$ cat src/rtl/bank_reg_if.sv
module bank_reg_if (
  input  logic        clk,
  input  logic        rst_n,
  input  logic [3:0]  host_addr,
  input  logic        host_wr,
  input  logic        host_rd,
  input  logic [15:0] host_wdata,
  output logic [15:0] host_rdata,
  output logic [15:0] buf_addr,
  output logic        buf_we,
  output logic        buf_re,
  output logic [15:0] buf_wdata,
  input  logic [15:0] buf_rdata,
  input  logic        evt_rx_stop,
  input  logic        evt_rx,
  input  logic        evt_tx,
  input  logic        evt_exec,
  input  logic [1:0]  exec_state,
  output logic        cmd_stb,
  output logic [5:0]  cmd_code,
  output logic [1:0]  bank_sel,
  output logic [3:0]  int_mask,
  output logic [15:0] rx_base,
  output logic [15:0] rx_stop,
  output logic [7:0]  rx_lo_page,
  output logic [7:0]  rx_hi_page,
  output logic [7:0]  tx_lo_page,
  output logic [7:0]  tx_hi_page,
  output logic [47:0] station_addr
);
  localparam logic [3:0] A_CMD = 4'h0, A_STAT = 4'h1, A_ID = 4'h2, A_MASK = 4'h3;
  localparam logic [3:0] A_RXB = 4'h4, A_RXS = 4'h6, A_PTR = 4'hC, A_DATA = 4'hE;
  localparam logic [5:0] C_FULL_RST = 6'h0E;
  localparam logic [5:0] ID_LOW = 6'b100100;

  logic [3:0]  stat;
  logic [1:0]  id_cnt;
  logic [15:0] host_ptr;

  function automatic logic known_cmd(input logic [5:0] c);
    case (c)
      6'h03, 6'h04, 6'h07, 6'h08, 6'h0A, 6'h0B,
      6'h0E, 6'h18, 6'h1C, 6'h1E: known_cmd = 1'b1;
      default:                    known_cmd = 1'b0;
    endcase
  endfunction

  wire b0 = (bank_sel == 2'd0);
  wire b1 = (bank_sel == 2'd1);
  wire b2 = (bank_sel == 2'd2);
  wire wr_cmd   = host_wr && (host_addr == A_CMD);
  wire full_rst = wr_cmd && (host_wdata[5:0] == C_FULL_RST);
  wire sa_hit   = b2 && (host_addr >= 4'h4) && (host_addr <= 4'h9);
  wire [3:0] sa_idx = host_addr - 4'h4;
  wire dp_hit   = b0 && (host_addr == A_DATA);
  wire [3:0] evt_vec  = {evt_exec, evt_tx, evt_rx, evt_rx_stop};
  wire [3:0] stat_clr = (host_wr && b0 && host_addr == A_STAT) ? host_wdata[3:0] : 4'h0;

  assign buf_addr  = host_ptr;
  assign buf_wdata = host_wdata;
  assign buf_we    = host_wr && dp_hit;
  assign buf_re    = host_rd && dp_hit && !host_wr;

  always_ff @(posedge clk) begin
    if (!rst_n) begin
      bank_sel     <= 2'd0;
      cmd_stb      <= 1'b0;
      cmd_code     <= 6'd0;
      stat         <= 4'd0;
      int_mask     <= 4'd0;
      id_cnt       <= 2'd0;
      host_ptr     <= 16'd0;
      rx_base      <= 16'd0;
      rx_stop      <= 16'd0;
      rx_lo_page   <= 8'd0;
      rx_hi_page   <= 8'd0;
      tx_lo_page   <= 8'd0;
      tx_hi_page   <= 8'd0;
      station_addr <= 48'd0;
    end else begin
      cmd_stb <= 1'b0;
      if (wr_cmd) begin
        bank_sel <= host_wdata[7:6];
        if (known_cmd(host_wdata[5:0])) begin
          cmd_stb  <= 1'b1;
          cmd_code <= host_wdata[5:0];
        end
      end

      stat <= (stat & ~stat_clr) | evt_vec;

      if (host_rd && b0 && host_addr == A_ID)
        id_cnt <= id_cnt + 2'd1;

      if (host_wr && b0) begin
        case (host_addr)
          A_MASK:  int_mask <= host_wdata[3:0];
          A_RXB:   rx_base  <= host_wdata;
          A_RXS:   rx_stop  <= host_wdata;
          A_PTR:   host_ptr <= host_wdata;
          default: ;
        endcase
      end
      if ((host_wr || host_rd) && dp_hit)
        host_ptr <= host_ptr + 16'd2;

      if (host_wr && b1) begin
        case (host_addr)
          4'h8:    rx_lo_page <= host_wdata[7:0];
          4'h9:    rx_hi_page <= host_wdata[7:0];
          4'hA:    tx_lo_page <= host_wdata[7:0];
          4'hB:    tx_hi_page <= host_wdata[7:0];
          default: ;
        endcase
      end

      if (host_wr && sa_hit)
        station_addr[{sa_idx[2:0], 3'b000} +: 8] <= host_wdata[7:0];

      if (full_rst) begin
        bank_sel <= 2'd0;
        stat     <= 4'd0;
        int_mask <= 4'd0;
      end
    end
  end

  always_comb begin
    host_rdata = 16'h0000;
    if (host_addr == A_CMD) begin
      host_rdata = {8'h00, bank_sel, 6'b000000};
    end else if (b0) begin
      case (host_addr)
        A_STAT: host_rdata = {8'h00, 2'b00, exec_state, stat};
        A_ID:   host_rdata = {8'h00, id_cnt, ID_LOW};
        A_MASK: host_rdata = {12'h000, int_mask};
        A_RXB:  host_rdata = rx_base;
        A_RXS:  host_rdata = rx_stop;
        A_PTR:  host_rdata = host_ptr;
        A_DATA: host_rdata = buf_rdata;
        default: host_rdata = 16'h0000;
      endcase
    end else if (b1) begin
      case (host_addr)
        4'h8: host_rdata = {8'h00, rx_lo_page};
        4'h9: host_rdata = {8'h00, rx_hi_page};
        4'hA: host_rdata = {8'h00, tx_lo_page};
        4'hB: host_rdata = {8'h00, tx_hi_page};
        default: host_rdata = 16'h0000;
      endcase
    end else if (sa_hit) begin
      host_rdata = {8'h00, station_addr[{sa_idx[2:0], 3'b000} +: 8]};
    end
  end
endmodule

$ cat config.mk
export PLATFORM = sky130hd
export DESIGN_NAME = bank_reg_if
export DESIGN_NICKNAME = d
export VERILOG_FILES = /design/src/rtl/bank_reg_if.sv
export SDC_FILE = /design/constraint.sdc
export NUM_CORES = 1
export LEC_CHECK = 0
export BUFFER_PORTS_ARGS = -buffer_cell sky130_fd_sc_hd__buf_4
export CORE_MARGIN = 1.5
export CORE_UTILIZATION = 56
export CTS_CLUSTER_SIZE = 28
export DETAILED_ROUTE_END_ITERATION = 16
export PLACE_DENSITY = 0.95
export SLEW_MARGIN = 10
export SYNTH_ARGS = -nofsm -noshare
export SYNTH_HDL_FRONTEND = slang
export SYNTH_SLANG_ARGS = --single-unit
$ cat constraint.sdc
create_clock -name clk -period 9.5 [get_ports clk]
set_input_delay 1.9 -clock clk [delete_from_list [all_inputs] [get_ports clk]]
set_output_delay 1.9 -clock clk [all_outputs]
set_load 0.01 [all_outputs]
==> impl_metrics.ini <==
[setup_path]
crit_arrival_ns = 4.63
crit_path_end_kind = output port
critPathMaxStageDelay_ns = 0.35
crit_top_cell = buf_4
worstPathCellList = buf_4 -> inv_1 -> ha_1 -> buf_4 -> or2_2 -> a21o_1 -> and2_0 -> a221oi_1 -> a21oi_1 -> buf_4
rrSetupSlack_ns = 6.93
timing.rr.end = rx_stop[11]
worstSetupPathType = primary input to output port
cp_slowest_cell = buf_4
cp_data_required_time_ns = 7.60
rr_worst_depth = 4
start_kind = primary input
r2r_start = bank_sel[1]
crit_fanout = 41

[floorplanning]
start_util_pct = 57.27
pin_count = 221
fp.dieArea_um2 = 14250
die_h_um = 119.4
num_rows = 42
core_um2 = 13240
die_w_um = 119.4

[outcome]
status = completed

[logic_synthesis]
synth-edff-count = 0
seq_area_frac_synth_pct = 38.81
yosysUniqueCellTypes = 67
synth_top_area_cell = dfxtp_1
ys_ff_latch = 147
ys_top_cells_by_count = nand2_1 (163), dfxtp_1 (147), mux2i_1 (108)
synth_cells = 900
synth.most_common_cell = nand2_1
synth_area_leaders = dfxtp_1 (39%), mux2i_1 (14%), nand2_1 (8.1%), a21oi_1 (4.4%), nor2_1 (4.4%)
synthFlopType = dfxtp_1
syn_area_um2 = 7584
synth.avg_cell_area_um2 = 8.426
async_flop_share_pct = 0
synth_top_cell_area_share_pct = 38.81
syn-num-nets = 958
yosys_warnings = 0

[clock_tree]
post_cts_buffers = 0
clkSlewWorstSetupHoldPaths_ns = 0.06
ctsHoldBuffers = 0
cts.sinks = 147
insertion_delay_ns = 0.43
ctsResizeCount = 0
htree_levels = 4
clockBufferDepth = 2
cts_tree = yes
numCtsBuffers = 17
cts-root-buf = clkbuf_16

[hold_path]
hold_end = rx_base[3]
min_path_cells = 2
min_path_type = flip-flop to flip-flop
holdCritStartpoint = rx_base[3]

[place]
placed_area_um2 = 9062
routabilityCongestion = 0.9767
port_buffers = 220
dp_cells = 1212
dp_hpwl_mm = 17.84

[timing]
fmax_ghz = 0.1530
finClkSkew_ns = 0.007789
maxSlewHeadroom_pct = 23.24
post-route-period-util_pct = 68.79
setup_viol_count_final = 0
fin_tns_setup_ns = 0
min_period_ns = 6.535
rsz0062_at_grt = no
final-hold-violation-count = 0
worstMarginPinSlew_ns = 1.149
slew_violations = 0

[finish]
post-route-util_pct = 73.42
fin_nets = 1113
drive_gt1_share_pct = 26.22
stdcell_area_um2 = 9723
instances_no_fill = 1244
antennaDiodeCount = 0
area_delta_synth_final_pct = 28.21

[global_routing]
grt_pass1_vias = 7451
grt_max_degree = 80
grt_usage_pct = 36.19
gr-total-overflow = 0
grt_antenna_before_repair = 0
grt_pass1_wl_mm = 40.01

[pwr]
irDropWorstVdd_mv = 0.1095
power_leakage_nw = 4.054
power_density_nw_per_um2 = 156.2

[detailed_routing]
route.detailed.drc = 0
drt_iter0_drc = 1170
ant_nets = 0
dr.pass1.iters = 9
dr_total_vias = 8012
wl_per_cell_um = 21.04
wirelength_mm = 26.17
via_per_inst = 6.441

[job]
cap_violations = 0
[metal layers]
metal  GRT usage (%)  vias to the layer above  routed length [um]
met3           7.519                      115                2728
met5               0                        -                   0
met1           43.94                     3796                9537
met4           20.46                        0                1363
li1                -                     3487                   -
met2           59.79                      614               12540
[per-stage QoR]
step	hold WS (ns)	total power (W)	worst slack, ns
3_5_place_dp	0.4597	0.0007722	3.094
2_1_floorplan	0.4524	0.0007222	3.747
5_1_grt	0.4986	0.001556	2.769
3_3_place_gp	0.4513	0.0007692	3.156
6_report	0.4734	0.001518	2.965
4_1_cts	0.4721	0.001512	3.046
[critical path: cells and delay by family]
kind                     cells  cell delay (ns)
AO/OA/AOI/OAI                3             0.71
adder cells (fa/ha/maj)      1             0.25
buffers and inverters        4             1.09
AND/OR/NAND/NOR              2             0.68
[placed cells by master, fill, tap and decap left out, types with 6 or more instances in the layout]
| cell type | n |
|---|---|
| clkbuf_16 | 17 |
| a22oi_1 | 22 |
| nand3_1 | 29 |
| inv_1 | 9 |
| mux4_2 | 7 |
| dfxtp_1 | 147 |
| nor3_1 | 8 |
| mux2i_1 | 108 |
| a221oi_1 | 8 |
| nand4_1 | 6 |
| nand2_1 | 163 |
| nor2_1 | 88 |
| buf_4 | 224 |
| o21ai_0 | 21 |
| nor2b_1 | 8 |
| ha_1 | 12 |
| and3_1 | 10 |
| a21oi_1 | 67 |
| a22o_1 | 11 |
| o31ai_1 | 6 |
[layout make-up]
type | count | area (um2)
Timing Repair Buffer | 224 | 1682
Sequential cell | 147 | 2943
Multi-Input combinational cell | 655 | 4180
Clock buffer | 21 | 460.4
Fill cell | 988 | 3520
Tap cell | 176 | 220.2
Clock inverter | 11 | 200.2
Inverter | 10 | 37.54
[flip-flops by register name (all words and copies together) (netlist names), 6 cells and up]
| name | flops |
|---|---|
| rx_base | 16 |
| rx_hi_page | 8 |
| cmd_code | 6 |
| station_addr | 48 |
| tx_lo_page | 8 |
| tx_hi_page | 8 |
| buf_addr | 16 |
| rx_stop | 16 |
| rx_lo_page | 8 |
[power breakdown]
| group | switching, W | total, W | internal (W) | leakage (nW) |
|---|---|---|---|---|
| sequential | 0.00000759 | 0.000630 | 0.000622 | 1.19 |
| clock | 0.000272 | 0.000754 | 0.000482 | 0.314 |
| combinational | 0.0000872 | 0.000135 | 0.0000475 | 2.55 |
| total | 0.000367 | 0.00152 | 0.00115 | 4.05 |
[cells by family (layout without fill, tap and decap cells)]
group / after synthesis / count (layout) / share of synthesized area [%]
AO/OA/AOI/OAI: 178 / 178 / 15.46
flip-flops: 147 / 147 / 38.81
multiplexers: 116 / 116 / 16.48
buffers and inverters: 98 / 266 / 6.154
adder cells (fa/ha/maj): 12 / 12 / 1.980
XOR/XNOR: 3 / 3 / 0.3465
AND/OR/NAND/NOR: 346 / 346 / 20.77
[worst max path at each step]
stage	from	to	depth (start not counted)
6_report	host_addr[0]	host_rdata[1]	10
5_1_grt	host_addr[0]	host_rdata[4]	9
4_1_cts	host_addr[0]	host_rdata[1]	10
3_5_place_dp	host_addr[0]	host_rdata[4]	9
3_3_place_gp	host_addr[0]	host_rdata[4]	9
2_1_floorplan	host_addr[1]	host_rdata[0]	10
No activity file was read; power rests on OpenSTA's default activity.
